--- config.mk ---
export PLATFORM = sky130hd
export DESIGN_NAME = i2s_clkgen
export DESIGN_NICKNAME = d
export VERILOG_FILES = /design/src/rtl/i2s_clkgen_pkg.sv /design/src/rtl/i2s_clkgen_cfg.sv /design/src/rtl/i2s_bclk_div.sv /design/src/rtl/i2s_lrck_seq.sv /design/src/rtl/i2s_clkgen.sv
export SDC_FILE = /design/constraint.sdc
export NUM_CORES = 1
export LEC_CHECK = 0
export BUFFER_PORTS_ARGS = -buffer_cell sky130_fd_sc_hd__buf_2
export CORE_MARGIN = 2
export CORE_UTILIZATION = 31
export CTS_BUF_LIST = sky130_fd_sc_hd__clkbuf_4
export DETAILED_ROUTE_END_ITERATION = 8
export GPL_TIMING_DRIVEN = 0
export PLACE_DENSITY_LB_ADDON = 0.08
export SYNTH_ARGS = -nofsm -noshare
export SYNTH_HDL_FRONTEND = slang
export SYNTH_SLANG_ARGS = --single-unit
export TNS_END_PERCENT = 10
--- constraint.sdc ---
create_clock -name mclk -period 2.3 [get_ports mclk]
set_input_delay 0.46 -clock mclk [delete_from_list [all_inputs] [get_ports mclk]]
set_output_delay 0.46 -clock mclk [all_outputs]
set_load 0.03 [all_outputs]
--- src/rtl/i2s_clkgen_pkg.sv ---
package i2s_clkgen_pkg;

  // Half of the bclk divider for a given ratio and slot width; 0 marks an
  // unusable pairing (no whole quotient, odd quotient or quotient below 2).
  function automatic int unsigned half_div(int unsigned ratio, int unsigned slot);
    int unsigned d;
    if (slot == 0) return 0;
    if ((ratio % (2 * slot)) != 0) return 0;
    d = ratio / (2 * slot);
    if ((d < 2) || ((d % 2) != 0)) return 0;
    return d / 2;
  endfunction

  function automatic int unsigned max_u(int unsigned a, int unsigned b);
    return (a > b) ? a : b;
  endfunction

  typedef enum logic { RATIO_256 = 1'b0, RATIO_384 = 1'b1 } ratio_e;

endpackage

--- src/rtl/i2s_clkgen_cfg.sv ---
module i2s_clkgen_cfg
  import i2s_clkgen_pkg::*;
#(
  parameter int unsigned SLOT_BITS = 32,
  parameter int unsigned RATIO_LO  = 256,
  parameter int unsigned RATIO_HI  = 384,
  parameter int unsigned HW        = 2
) (
  input  logic          mclk,
  input  logic          rst_n,
  input  logic          ratio_sel,
  output logic [HW-1:0] half,
  output logic          cfg_ok
);

  logic [HW-1:0] half_tab [2];
  ratio_e        sel_q;

  for (genvar g = 0; g < 2; g++) begin : g_ratio
    localparam int unsigned RSEL = (g == 0) ? RATIO_LO : RATIO_HI;
    localparam int unsigned HVAL = half_div(RSEL, SLOT_BITS);
    assign half_tab[g] = HW'(HVAL);
  end

  // Ratio is loaded only while reset is held; frozen during operation.
  always_ff @(posedge mclk) begin
    if (!rst_n) sel_q <= ratio_e'(ratio_sel);
  end

  assign half   = half_tab[sel_q];
  assign cfg_ok = (half != '0);

endmodule

--- src/rtl/i2s_bclk_div.sv ---
module i2s_bclk_div #(
  parameter int unsigned HW = 2
) (
  input  logic          mclk,
  input  logic          rst_n,
  input  logic          en,
  input  logic [HW-1:0] half,
  output logic          bclk,
  output logic          fall_next,
  output logic          launch_stb,
  output logic          sample_stb
);

  logic [HW-1:0] hcnt;
  logic          wrap;

  assign wrap      = en && (hcnt == (half - HW'(1)));
  assign fall_next = wrap && bclk;

  always_ff @(posedge mclk or negedge rst_n) begin
    if (!rst_n) begin
      hcnt       <= '0;
      bclk       <= 1'b0;
      launch_stb <= 1'b0;
      sample_stb <= 1'b0;
    end else if (!en) begin
      hcnt       <= '0;
      bclk       <= 1'b0;
      launch_stb <= 1'b0;
      sample_stb <= 1'b0;
    end else if (wrap) begin
      hcnt       <= '0;
      bclk       <= ~bclk;
      launch_stb <= bclk;
      sample_stb <= ~bclk;
    end else begin
      hcnt       <= hcnt + HW'(1);
      launch_stb <= 1'b0;
      sample_stb <= 1'b0;
    end
  end

endmodule

--- src/rtl/i2s_lrck_seq.sv ---
module i2s_lrck_seq #(
  parameter int unsigned SLOT_BITS = 32
) (
  input  logic mclk,
  input  logic rst_n,
  input  logic en,
  input  logic fall_next,
  output logic lrck,
  output logic frame_stb
);

  localparam int unsigned BW = (SLOT_BITS < 2) ? 1 : $clog2(SLOT_BITS);
  localparam logic [BW-1:0] LAST = BW'(SLOT_BITS - 1);

  logic [BW-1:0] bitcnt;

  always_ff @(posedge mclk or negedge rst_n) begin
    if (!rst_n) begin
      bitcnt    <= '0;
      lrck      <= 1'b0;
      frame_stb <= 1'b0;
    end else if (!en) begin
      bitcnt    <= '0;
      lrck      <= 1'b0;
      frame_stb <= 1'b0;
    end else if (fall_next) begin
      if (bitcnt == LAST) begin
        bitcnt    <= '0;
        lrck      <= ~lrck;
        frame_stb <= lrck;
      end else begin
        bitcnt    <= bitcnt + BW'(1);
        frame_stb <= 1'b0;
      end
    end else begin
      frame_stb <= 1'b0;
    end
  end

endmodule

--- src/rtl/i2s_clkgen.sv ---
module i2s_clkgen
  import i2s_clkgen_pkg::*;
#(
  parameter int unsigned SLOT_BITS = 32,
  parameter int unsigned RATIO_LO  = 256,
  parameter int unsigned RATIO_HI  = 384
) (
  input  logic mclk,
  input  logic rst_n,
  input  logic ratio_sel,
  output logic bclk,
  output logic lrck,
  output logic launch_stb,
  output logic sample_stb,
  output logic frame_stb,
  output logic cfg_err
);

  localparam int unsigned HMAX = max_u(half_div(RATIO_LO, SLOT_BITS),
                                       half_div(RATIO_HI, SLOT_BITS));
  localparam int unsigned HW   = (HMAX < 2) ? 1 : $clog2(HMAX + 1);

  logic [HW-1:0] half;
  logic          cfg_ok;
  logic          fall_next;

  i2s_clkgen_cfg #(
    .SLOT_BITS(SLOT_BITS), .RATIO_LO(RATIO_LO), .RATIO_HI(RATIO_HI), .HW(HW)
  ) u_cfg (
    .mclk(mclk), .rst_n(rst_n), .ratio_sel(ratio_sel),
    .half(half), .cfg_ok(cfg_ok)
  );

  i2s_bclk_div #(.HW(HW)) u_div (
    .mclk(mclk), .rst_n(rst_n), .en(cfg_ok), .half(half),
    .bclk(bclk), .fall_next(fall_next),
    .launch_stb(launch_stb), .sample_stb(sample_stb)
  );

  i2s_lrck_seq #(.SLOT_BITS(SLOT_BITS)) u_seq (
    .mclk(mclk), .rst_n(rst_n), .en(cfg_ok), .fall_next(fall_next),
    .lrck(lrck), .frame_stb(frame_stb)
  );

  assign cfg_err = ~cfg_ok;

endmodule

==> results of run 1 <==
==> area by class of cell <==
type	instances	area, µm²	area share, %
clock buffer	4	30.0	4.23
inverter	2	10.0	1.41
tap	27	33.8	4.76
multi-input combinational	33	263	37.0
buffer	1	7.51	1.06
timing repair buffer	7	35.0	4.94
sequential	13	330	46.6
==> worst paths after layout <==
path                                  from                to  slack, ns
max                        u_seq.bitcnt[0]   u_seq.bitcnt[3]       0.63
min                                  rst_n   u_seq.bitcnt[3]       0.06
max reg2reg                u_seq.bitcnt[0]   u_seq.bitcnt[3]       0.63
min reg2reg                     u_seq.lrck        u_seq.lrck       0.50
max in group asynchronous            rst_n  u_div.launch_stb       2.01
min in group mclk                ratio_sel       u_cfg.sel_q       0.36
==> per-stage QoR <==
stage                     utilization (%)  power [mW]
final                                37.3       0.931
after floorplan                         -       0.703
after detailed placement             35.7       0.789
after CTS                            37.3       0.948
after global routing                 37.3        1.01
after global placement               35.7       0.789
==> logic make-up (layout without fill, tap and decap cells) <==
group	Yosys count	after routing	share of synthesized area, %
fa+ha+maj	3	3	6.15
mux	5	5	10.9
xor+xnor	2	2	2.87
flops	13	13	54.1
simple gates	18	18	18.0
other cells	1	1	0.614
buf+inv	3	14	2.87
compound gates	4	4	4.51
==> cell usage in the layout, fill, tap and decap left out <==
cell type / instances
sky130_fd_sc_hd__nor2_1: 4
sky130_fd_sc_hd__nand4b_1: 1
sky130_fd_sc_hd__o211ai_1: 2
sky130_fd_sc_hd__mux2_2: 1
sky130_fd_sc_hd__ha_1: 3
sky130_fd_sc_hd__or3_1: 1
sky130_fd_sc_hd__dfrtp_1: 12
sky130_fd_sc_hd__inv_1: 1
sky130_fd_sc_hd__xor2_1: 1
sky130_fd_sc_hd__nand2b_1: 2
sky130_fd_sc_hd__clkbuf_4: 4
sky130_fd_sc_hd__conb_1: 1
sky130_fd_sc_hd__edfxtp_1: 1
sky130_fd_sc_hd__a21boi_0: 1
sky130_fd_sc_hd__mux2_4: 3
sky130_fd_sc_hd__mux2i_1: 1
sky130_fd_sc_hd__xnor2_1: 1
sky130_fd_sc_hd__a21oi_1: 1
sky130_fd_sc_hd__nand2_1: 2
sky130_fd_sc_hd__buf_4: 1
sky130_fd_sc_hd__and2_4: 1
sky130_fd_sc_hd__inv_4: 1
sky130_fd_sc_hd__nand3b_1: 1
sky130_fd_sc_hd__buf_2: 7
sky130_fd_sc_hd__and3_1: 2
sky130_fd_sc_hd__nand3_1: 3
sky130_fd_sc_hd__nand4bb_2: 1
==> registers in the layout (all words and copies together), names as in the netlist <==
| name | count |
|---|---|
| u_cfg.sel_q | 1 |
| u_div.bclk | 1 |
| u_div.hcnt | 2 |
| u_div.launch_stb | 1 |
| u_div.sample_stb | 1 |
| u_seq.bitcnt | 5 |
| u_seq.frame_stb | 1 |
| u_seq.lrck | 1 |
==> worst max-delay path, cell delays in order, from the launching register on <==
cell and delay [ns]:
sky130_fd_sc_hd__dfrtp_1 0.42, sky130_fd_sc_hd__ha_1 0.24, sky130_fd_sc_hd__and3_1 0.20, sky130_fd_sc_hd__ha_1 0.21, sky130_fd_sc_hd__or3_1 0.35, sky130_fd_sc_hd__o211ai_1 0.17
==> power groups by stage <==
stage               sequential (mW)  combinational, mW  clock [mW]
detailed placement            0.405              0.384           0
global placement              0.405              0.384           0
floorplan                     0.450              0.253           0
finish                        0.401              0.381       0.150
global route                  0.416              0.420       0.175
CTS                           0.400              0.387       0.161
==> layer usage <==
metal | part of all wire [%] | up-vias | track usage [%]
met5 | 0 | - | 0
met1 | 54 | 174 | 11.7
met3 | 3.8 | 2 | 2.78
met2 | 40 | 9 | 12.7
li1 | - | 191 | -
met4 | 1.2 | 0 | 4.29
==> PnR_summary.wiki, run 1 <==
{| class="wikitable"
! Metric !! Value
|-
| Run status || complete, no violations
|-
| Post-CTS Hold Fix Bufs || 0
|-
| Drt via density || 4.32
|-
| Post-detail-place hpwl || 682 µm
|-
| Filler cells || 197
|-
| Clock Root Buffer || sky130_fd_sc_hd__clkbuf_4
|-
| Sum of routed wire length over all layers || 890 µm
|-
| Number of warning messages in the yosys log || 0
|-
| Total die area || 2340 µm²
|-
| Final critical-path required period || 1.67 ns
|-
| Cell with the most instances after synthesis || sky130_fd_sc_hd__dfrtp_1
|-
| Count of placed standard cells including taps || 83
|-
| Top cell type by total area after synthesis || sky130_fd_sc_hd__dfrtp_1
|-
| Main flop type after synthesis || sky130_fd_sc_hd__dfrtp_1
|-
| Int Pwr || 0.586 mW
|-
| Worst-path clk slew || 0.08 ns
|-
| Post-cts repair resize count || 0
|-
| CTS tree || yes
|-
| Fmax achieved || 0.599 GHz
|-
| Remaining antenna violation count || 0
|-
| Number of max-capacitance violations reported || 0
|-
| Count of cell types in the netlist || 25
|-
| Dominant cells by area after synthesis || sky130_fd_sc_hd__dfrtp_1, sky130_fd_sc_hd__mux2_4, sky130_fd_sc_hd__ha_1, sky130_fd_sc_hd__edfxtp_1, sky130_fd_sc_hd__nand4bb_2
|-
| Post-layout worst setup margin || 0.632 ns
|-
| FF-to-FF path depth || 5
|-
| Deepest clock path buffer count || 2
|-
| Sequential cell fraction of total power || 43.0%
|-
| Combined global-route utilization of all metal layers || 8.74%
|-
| Class of the worst hold path || in2async
|-
| Clock buffers created by TritonCTS || 3
|-
| Worst setup EP type || flip-flop
|-
| First-pass GRT wire length || 1520 µm
|-
| Top fanout value on the critical path || 4
|-
| Die height || 48.4 µm
|-
| Area of the core || 1900 µm²
|-
| Setup-violating endpoint count in the final report || 0
|-
| VDD IR max || 428 µV
|-
| Insertion delay to the later sink of the worst-skew pair || 0.27 ns
|-
| Number of levels in the clock H-tree || 1
|-
| Number of storage elements in the synthesis netlist || 13
|-
| Leak pwr || 0.354 nW
|-
| Growth of design area from synthesis to finish || 16.2%
|-
| Critical path launch point type || flip-flop
|-
| Worst-case setup slack after placement || 0.634 ns
|-
| Number of enable flip-flop cells after synthesis || 1
|-
| Number of antenna violations at the first check in global routing || 0
|-
| Switch share || 37.1%
|-
| Post-route standard cell area excluding fillers || 709 µm²
|-
| Commonest cells in the netlist || sky130_fd_sc_hd__dfrtp_1, sky130_fd_sc_hd__nor2_1, sky130_fd_sc_hd__ha_1, sky130_fd_sc_hd__mux2_4, sky130_fd_sc_hd__nand3_1
|-
| RSZ-0062 raised after global routing || false
|-
| Area fraction of the dominant cell type after synthesis || 49.2%
|-
| Vias in the first global route || 353
|-
| Net total in the final layout || 67
|-
| Top-level port count || 9
|-
| DRC Markers || 0
|-
| Non-filler instance count after layout || 87
|-
| Initial cell density of the core || 32.1%
|-
| Number of detailed-route iterations in the first pass || 3
|-
| Min Hold Slack || 0.0622 ns
|-
| CP Class || reg2reg
|-
| Share of total power in the clock network || 16.1%
|-
| Clock Sinks || 13
|-
| Post-CTS Setup Inserts || 0
|-
| Setup skew after layout || 0.000698 ns
|-
| Final worst path period share || 72.5%
|-
| Share of synthesized area occupied by flip-flops and latches || 54.1%
|-
| Hold Vio Cnt, Final || 0
|-
| Combinational Power Share || 40.9%
|-
| Die Span X || 48.4 µm
|-
| Number of antenna diodes || 0
|-
| Max-slew violation total from the final report || 0
|-
| Vias || 376
|-
| Placed cell areas || 679 µm²
|-
| Netlist Area Pre-Place || 611 µm²
|-
| Fraction of final layout cells with drive strength greater than 1 || 31.7%
|-
| Total grt overflow || 0
|-
| Fraction of registers with async set/reset || 92.3%
|-
| Cell count after synthesis || 49
|-
| Worst endpoint data arrival time || 1.86 ns
|-
| Switching power of the nets || 0.346 mW
|-
| Row cnt || 16
|-
| Number of buffers added on ports || 7
|-
| Initial DRC count || 2
|-
| Post-route setup TNS || 0 ns
|-
| CP Data Required Time || 2.49 ns
|-
| Pwr Density || 1310 nW/µm²
|-
| Synthesized area per cell || 12.5 µm²
|-
| Pin count of the biggest net entering global routing || 14
|-
| Post-synthesis net count || 55
|-
| Last weighted congestion value of the routability-driven placer || 0.686
|-
| WL/cell || 10.2 µm
|}
(Power assumes the default switching activity.)
==> inputs of run 2 (changes only) <==
--- a/config.mk
+++ b/config.mk
@@ -5,6 +5,7 @@
 export SDC_FILE = /design/constraint.sdc
 export NUM_CORES = 1
 export LEC_CHECK = 0
+export ABC_AREA = 1
 export BUFFER_PORTS_ARGS = -buffer_cell sky130_fd_sc_hd__buf_2
 export CORE_MARGIN = 2
 export CORE_UTILIZATION = 31
==> constraint.sdc (replaced) <==
create_clock -name mclk -period 1.4 [get_ports mclk]
set_input_delay 0.28 -clock mclk [delete_from_list [all_inputs] [get_ports mclk]]
set_output_delay 0.28 -clock mclk [all_outputs]
set_load 0.03 [all_outputs]
==> PnR_summary.wiki, run 2 <==
{| class="wikitable"
! Metric !! Value
|-
| Run status || complete, no violations
|-
| Fraction of final layout cells with drive strength greater than 1 || 38.3% (+6.6 points)
|-
| Worst endpoint data arrival time || 1.57 ns (-0.29 ns)
|-
| Main flop type after synthesis || sky130_fd_sc_hd__dfrtp_1
|-
| Register with the highest flop count || u_seq.bitcnt
|-
| Number of antenna violations at the first check in global routing || 0 (unchanged)
|-
| Area of the core || 1960 µm² (+3.2%)
|-
| Commonest cells after routing, fill and taps aside || sky130_fd_sc_hd__nand2_1, sky130_fd_sc_hd__dfrtp_1, sky130_fd_sc_hd__buf_2
|-
| Global routing met1 resource utilization || 12.2% (+0.51 points)
|-
| Fraction of registers with async set/reset || 92.3% (unchanged)
|-
| Share of synthesized area occupied by flip-flops and latches || 51.2% (-2.9 points)
|-
| Remaining antenna violation count || 0 (unchanged)
|-
| First-pass GRT wire length || 1890 µm (+24%)
|-
| Largest register FFs || 5 (unchanged)
|-
| Combined global-route utilization of all metal layers || 10.8% (+2.0 points)
|-
| Final worst path period share || 96.5% (+24 points)
|-
| Clock Root Buffer || sky130_fd_sc_hd__clkbuf_4
|-
| Top-level port count || 9 (unchanged)
|-
| WL/cell || 10.1 µm (-1.5%)
|-
| DRC Markers || 0 (unchanged)
|-
| Cell count after synthesis || 67 (+37%)
|-
| Final critical-path required period || 1.35 ns (-0.317 ns)
|-
| Post-route standard cell area excluding fillers || 782 µm² (+10%)
|-
| Count of placed standard cells including taps || 101 (+22%)
|-
| CTS tree || yes
|-
| Number of max-capacitance violations reported || 0 (unchanged)
|-
| Clock buffers created by TritonCTS || 3 (unchanged)
|-
| Cell with the most instances after synthesis || sky130_fd_sc_hd__nand2_1
|-
| Number of buffers added on ports || 7 (unchanged)
|-
| Met3 Usage GRT || 6.36% (+3.6 points)
|-
| Post-detail-place hpwl || 751 µm (+10%)
|-
| Last weighted congestion value of the routability-driven placer || 0.722 (+5.2%)
|-
| Vias || 448 (+19%)
|-
| Total die area || 2460 µm² (+5.3%)
|-
| VDD IR max || 718 µV (+68%)
|-
| Largest registers || u_seq.bitcnt x5, u_div.hcnt x2
|-
| CP Data Required Time || 1.61 ns (-0.88 ns)
|-
| Leak pwr || 0.401 nW (+13%)
|-
| Post-synthesis net count || 73 (+33%)
|-
| Top cell type by total area after synthesis || sky130_fd_sc_hd__dfrtp_1
|-
| Most crowded layer after global routing || met2
|-
| Deepest clock path buffer count || 2 (unchanged)
|-
| CP Class || reg2reg
|-
| Number of warning messages in the yosys log || 0 (unchanged)
|-
| Area fraction of the dominant cell type after synthesis || 46.5% (-2.7 points)
|-
| Number of detailed-route iterations in the first pass || 3 (unchanged)
|-
| Synthesized area per cell || 9.64 µm² (-23%)
|-
| Number of antenna diodes || 0 (unchanged)
|-
| Total grt overflow || 0 (unchanged)
|-
| Number of levels in the clock H-tree || 1 (unchanged)
|-
| Fmax achieved || 0.740 GHz (+23%)
|-
| Number of storage elements in the synthesis netlist || 13 (unchanged)
|-
| Most common library cell in the layout ignoring fill and taps || sky130_fd_sc_hd__nand2_1
|-
| Setup skew after layout || 0.00350 ns (+0.00280 ns)
|-
| Placed cell areas || 714 µm² (+5.2%)
|-
| Non-filler instance count after layout || 108 (+24%)
|-
| Clock Sinks || 13 (unchanged)
|-
| Vias in the first global route || 423 (+20%)
|-
| Count of cell types in the netlist || 21 (-16%)
|-
| Die Span X || 49.6 µm (+2.6%)
|-
| Netlist Area Pre-Place || 646 µm² (+5.7%)
|-
| Number of enable flip-flop cells after synthesis || 1 (unchanged)
|-
| Hold Vio Cnt, Final || 0 (unchanged)
|-
| Net total in the final layout || 88 (+31%)
|-
| Critical path launch point type || flip-flop
|-
| Insertion delay to the later sink of the worst-skew pair || 0.28 ns (about the same)
|-
| Post-route setup TNS || 0 ns (unchanged)
|-
| Max-slew violation total from the final report || 0 (unchanged)
|-
| Class of the worst hold path || in2reg
|-
| Initial cell density of the core || 32.9% (+0.80 points)
|-
| Row cnt || 16 (unchanged)
|-
| Top fanout value on the critical path || 3 (-1)
|-
| Worst-path clk slew || 0.08 ns (about the same)
|-
| Final total power || 1.44 mW (+55%)
|-
| Growth of design area from synthesis to finish || 21.1%
|-
| Drt via density || 4.15 (-4.0%)
|-
| Initial DRC count || 7 (+5)
|-
| Sum of routed wire length over all layers || 1090 µm (+22%)
|-
| Pin count of the biggest net entering global routing || 14 (unchanged)
|-
| Min Hold Slack || 0.173 ns (+0.111 ns)
|-
| Worst setup EP type || flip-flop
|-
| Setup-violating endpoint count in the final report || 0 (unchanged)
|-
| Dominant cells by area after synthesis || sky130_fd_sc_hd__dfrtp_1, sky130_fd_sc_hd__nand2_1, sky130_fd_sc_hd__ha_1, sky130_fd_sc_hd__edfxtp_1, sky130_fd_sc_hd__inv_1
|-
| Die height || 49.6 µm (+2.6%)
|-
| Met2 routing resource usage after global routing || 15.8% (+3.0 points)
|-
| Commonest cells in the netlist || sky130_fd_sc_hd__nand2_1, sky130_fd_sc_hd__dfrtp_1, sky130_fd_sc_hd__inv_1
|-
| Pwr Density || 1850 nW/µm² (+41%)
|}
run 2: changes by cell type in the layout (fill, tap and decap cells not counted), moves of 3 or more:
cell | before | now
sky130_fd_sc_hd__nand2_1 | 2 | 16
sky130_fd_sc_hd__inv_1 | 1 | 6
sky130_fd_sc_hd__nand2_2 | 0 | 4
sky130_fd_sc_hd__mux2_4 | 3 | 0
run 2: cell type report:
cell class                 count  area (µm²)
multi-input combinational     43         274
tap                           27        33.8
sequential                    13         330
fill                         214        1180
inverter                       9        41.3
timing repair buffer          10        60.1
clock buffer                   4        30.0
buffer                         2        12.5
run 2: logic make-up (layout without fill, tap and decap cells):
| kind of cell | count (synthesis) | in the layout | share of synthesized area, % |
|---|---|---|---|
| AO/OA/AOI/OAI | 4 | 4 | 3.10 |
| AND/OR/NAND/NOR | 34 | 34 | 29.7 |
| flip-flops | 13 | 13 | 51.2 |
| other | 1 | 1 | 0.581 |
| XOR/XNOR | 1 | 1 | 1.36 |
| adder cells (fa/ha/maj) | 3 | 3 | 5.81 |
| buffers and inverters | 11 | 25 | 8.33 |
run 2: final timing paths:
check,slack [ns],startpoint,cells after the start,to
setup / recovery,0.05,u_seq.bitcnt[1],6,u_seq.bitcnt[0]
hold / removal,0.17,ratio_sel,1,u_cfg.sel_q
setup reg to reg,0.05,u_seq.bitcnt[1],6,u_seq.bitcnt[0]
hold reg to reg,0.50,u_div.hcnt[0],1,u_div.hcnt[0]
max in group asynchronous,0.77,rst_n,2,u_seq.bitcnt[1]
min in group asynchronous,0.40,rst_n,2,u_div.hcnt[1]
run 2: where the power goes:
group / internal (mW) / switching (mW) / leakage [nW] / total [mW]
combinational: 0.225 / 0.391 / 0.216 / 0.616
clock: 0.130 / 0.127 / 0.0184 / 0.257
sequential: 0.493 / 0.0784 / 0.167 / 0.572
total: 0.848 / 0.596 / 0.401 / 1.44
run 2: repair_timing:
action                                  4_1_cts  5_1_grt
hold buffers                                  1        0
pin swaps                                     0        4
gates resized for setup                       0        6
buffers inserted                              1        1
endpoints found under the setup margin        2        2
endpoints found under the hold margin        12        0
run 2: through the flow:
step                      setup slack, ns  util (%)
after CTS                         0.00196      38.8
after detailed placement          -0.0138      36.4
after floorplan                    0.0769         -
after global routing             -0.00172      39.9
final                              0.0485      39.9
after global placement            0.00876      36.4
run 2: metal layers:
metal / up-vias / share of wire (%)
li1: 237 / -
met1: 199 / 45
met2: 10 / 48
met3: 2 / 5.9
met4: 0 / 1.1
met5: - / 0
run 2: worst max-delay path: stages, from the launching register on:
cell	delay [ns]
sky130_fd_sc_hd__dfrtp_1	0.41
sky130_fd_sc_hd__ha_2	0.20
sky130_fd_sc_hd__inv_2	0.07
sky130_fd_sc_hd__nor2_4	0.04
sky130_fd_sc_hd__ha_2	0.18
sky130_fd_sc_hd__or2_2	0.27
sky130_fd_sc_hd__o21ai_1	0.12
==> inputs of run 3 (changes only) <==
--- a/config.mk
+++ b/config.mk
@@ -13,6 +13,7 @@
 export DETAILED_ROUTE_END_ITERATION = 8
 export GPL_TIMING_DRIVEN = 0
 export PLACE_DENSITY_LB_ADDON = 0.08
+export REMOVE_ABC_BUFFERS = 1
 export SYNTH_ARGS = -nofsm -noshare
 export SYNTH_HDL_FRONTEND = slang
 export SYNTH_SLANG_ARGS = --single-unit
==> PnR_summary.wiki, run 3 (synthesized netlist as in run 2, its figures left out) <==
{| class="wikitable"
! Metric !! Value
|-
| Pwr Density || 1880 nW/µm² (+1.9%)
|-
| Final critical-path required period || 1.36 ns (+0.00675 ns)
|-
| Top cell by count, worst path || sky130_fd_sc_hd__ha_2
|-
| Fraction of final layout cells with drive strength greater than 1 || 38.8% (+0.48 points)
|-
| Final total power || 1.46 mW (+1.3%)
|-
| CP bufs+invs || 1 (unchanged)
|-
| Worst-path clk slew || 0.08 ns (about the same)
|-
| Area of the core || 1960 µm² (unchanged)
|-
| Insertion delay to the later sink of the worst-skew pair || 0.28 ns (about the same)
|-
| Critical path launch point type || flip-flop
|-
| Initial DRC count || 7 (unchanged)
|-
| Top fanout value on the critical path || 3 (unchanged)
|-
| Worst min-delay path startpoint || ratio_sel
|-
| Row cnt || 16 (unchanged)
|-
| Family with the most delay on the worst path || flip-flops
|-
| Remaining antenna violation count || 0 (unchanged)
|-
| Fmax achieved || 0.736 GHz (-0.50%)
|-
| Non-filler instance count after layout || 107 (-0.93%)
|-
| Commonest cells after routing, fill and taps aside || sky130_fd_sc_hd__nand2_1, sky130_fd_sc_hd__dfrtp_1, sky130_fd_sc_hd__inv_1, sky130_fd_sc_hd__buf_2
|-
| Largest registers || u_seq.bitcnt x5, u_div.hcnt x2
|-
| Number of antenna diodes || 0 (unchanged)
|-
| Reg2reg setup slack || 0.04 ns (about the same)
|-
| Setup skew after layout || 0.00704 ns (+0.00354 ns)
|-
| Clock buffers created by TritonCTS || 3 (unchanged)
|-
| Post-detail-place hpwl || 731 µm (-2.7%)
|-
| Min Hold Slack || 0.180 ns (+0.00675 ns)
|-
| WL/cell || 9.97 µm (-1.0%)
|-
| End point of the worst hold path || u_cfg.sel_q
|-
| Combined global-route utilization of all metal layers || 9.92% (-0.84 points)
|-
| FF-to-FF path depth || 6 (unchanged)
|-
| Number of levels in the clock H-tree || 1 (unchanged)
|-
| CTS tree || yes
|-
| Deepest clock path buffer count || 2 (unchanged)
|-
| Drt via density || 4.28 (+3.2%)
|-
| Leak pwr || 0.397 nW (-1.2%)
|-
| VDD IR max || 917 µV (+28%)
|-
| Hold Vio Cnt, Final || 0 (unchanged)
|-
| CP Class || reg2reg
|-
| Crit. Startpoint || u_seq.bitcnt[1]
|-
| First-pass GRT wire length || 1810 µm (-4.0%)
|-
| Hold depth || 1 (unchanged)
|-
| Filler cells || 210 (-1.9%)
|-
| Max-slew violation total from the final report || 0 (unchanged)
|-
| Net total in the final layout || 87 (-1.1%)
|-
| Total grt overflow || 0 (unchanged)
|-
| Worst R2R End || u_seq.bitcnt[0]
|-
| Most common library cell in the layout ignoring fill and taps || sky130_fd_sc_hd__nand2_1
|-
| Worst setup EP type || flip-flop
|-
| Final worst path period share || 97.0% (+0.48 points)
|-
| Die height || 49.6 µm (unchanged)
|-
| Top-level port count || 9 (unchanged)
|-
| DRC Markers || 0 (unchanged)
|-
| Vias in the first global route || 408 (-3.5%)
|-
| Run status || complete, no violations
|-
| Total die area || 2460 µm² (unchanged)
|-
| RSZ-0062 raised after global routing || true
|-
| Number of detailed-route iterations in the first pass || 4 (+1)
|-
| Vias || 458 (+2.2%)
|-
| Largest register FFs || 5 (unchanged)
|-
| Clock Root Buffer || sky130_fd_sc_hd__clkbuf_4
|-
| Number of max-capacitance violations reported || 0 (unchanged)
|-
| Sum of routed wire length over all layers || 1070 µm (-1.9%)
|-
| Register with the highest flop count || u_seq.bitcnt
|-
| Post-route setup TNS || 0 ns (unchanged)
|-
| Clock Sinks || 13 (unchanged)
|-
| Number of buffers added on ports || 7 (unchanged)
|-
| Worst endpoint data arrival time || 1.57 ns (about the same)
|-
| Setup-violating endpoint count in the final report || 0 (unchanged)
|-
| CP cell instances || ha_2 > inv_2 > nor2_2 > ha_2 > or2_2 > o21ai_2
|-
| Max incr delay on CP || 0.41 ns (about the same)
|-
| Number of antenna violations at the first check in global routing || 0 (unchanged)
|-
| Count of placed standard cells including taps || 99 (-2.0%)
|-
| Final standard cell utilization of the core || 39.6% (-0.26 points)
|-
| Die Span X || 49.6 µm (unchanged)
|-
| Last weighted congestion value of the routability-driven placer || 0.722 (about the same)
|-
| Initial cell density of the core || 32.9% (unchanged)
|-
| Pin count of the biggest net entering global routing || 14 (unchanged)
|-
| Growth of design area from synthesis to finish || 20.3%
|-
| Cell at the slowest stage of the critical path || sky130_fd_sc_hd__dfrtp_1
|-
| Launching point of the worst reg2reg path || u_seq.bitcnt[1]
|-
| CP Data Required Time || 1.61 ns (about the same)
|-
| Class of the worst hold path || in2reg
|}
[run 3: report_power, final]
group | internal (mW) | leakage, nW | total, mW | switching, mW
Sequential | 0.496 | 0.166 | 0.624 | 0.128
Clock | 0.130 | 0.0184 | 0.254 | 0.124
Combinational | 0.234 | 0.213 | 0.585 | 0.351
Total | 0.860 | 0.397 | 1.46 | 0.604
[run 3: stage by stage]
stage          worst slack (ns)  cell area (µm²)
2_1_floorplan            0.0766              633
3_3_place_gp            0.00653              702
3_5_place_dp            -0.0213              702
4_1_cts                 0.00398              753
5_1_grt                 -0.0163              777
6_report                 0.0418              777
[run 3: final cells by class]
| cell class | count | area (µm²) | area share (%) |
|---|---|---|---|
| multi-input combinational | 43 | 273 | 35.1 |
| tap | 27 | 33.8 | 4.35 |
| inverter | 9 | 41.3 | 5.31 |
| timing repair buffer | 11 | 67.6 | 8.70 |
| sequential | 13 | 332 | 42.7 |
| clock buffer | 4 | 30.0 | 3.86 |
[run 3: how the worst max path moves through the flow]
stage	endpoint	slack, ns	cells past startpoint
finish	u_seq.bitcnt[0]	0.04	6
global route	u_seq.bitcnt[3]	-0.02	9
CTS	u_seq.bitcnt[3]	0.004	9
detailed placement	u_seq.bitcnt[0]	-0.02	6
global placement	u_seq.bitcnt[3]	0.007	9
floorplan	u_seq.bitcnt[0]	0.08	6
[run 3: worst reg2reg max path, cell delays in order, from the launching register on]
cell and delay, ns:
sky130_fd_sc_hd__dfrtp_1 0.41, sky130_fd_sc_hd__ha_2 0.21, sky130_fd_sc_hd__inv_2 0.06, sky130_fd_sc_hd__nor2_2 0.04, sky130_fd_sc_hd__ha_2 0.18, sky130_fd_sc_hd__or2_2 0.28
sky130_fd_sc_hd__o21ai_2 0.13
[run 3: repair_timing]
action,CTS,global route
endpoints found under the setup margin,3,4
gates resized for setup,2,4
pin swaps,0,3
hold buffers,1,0
hold endpoints to repair,12,0
gates cloned,0,0
buffers inserted,1,2
[run 3: layer usage]
metal	vias to the layer above	track usage [%]	part of all wire [%]
met2	13	14.4	46
met1	210	13.2	48
met5	-	0	0
met4	0	2.78	1.2
li1	233	-	-
met3	2	4.55	5.1
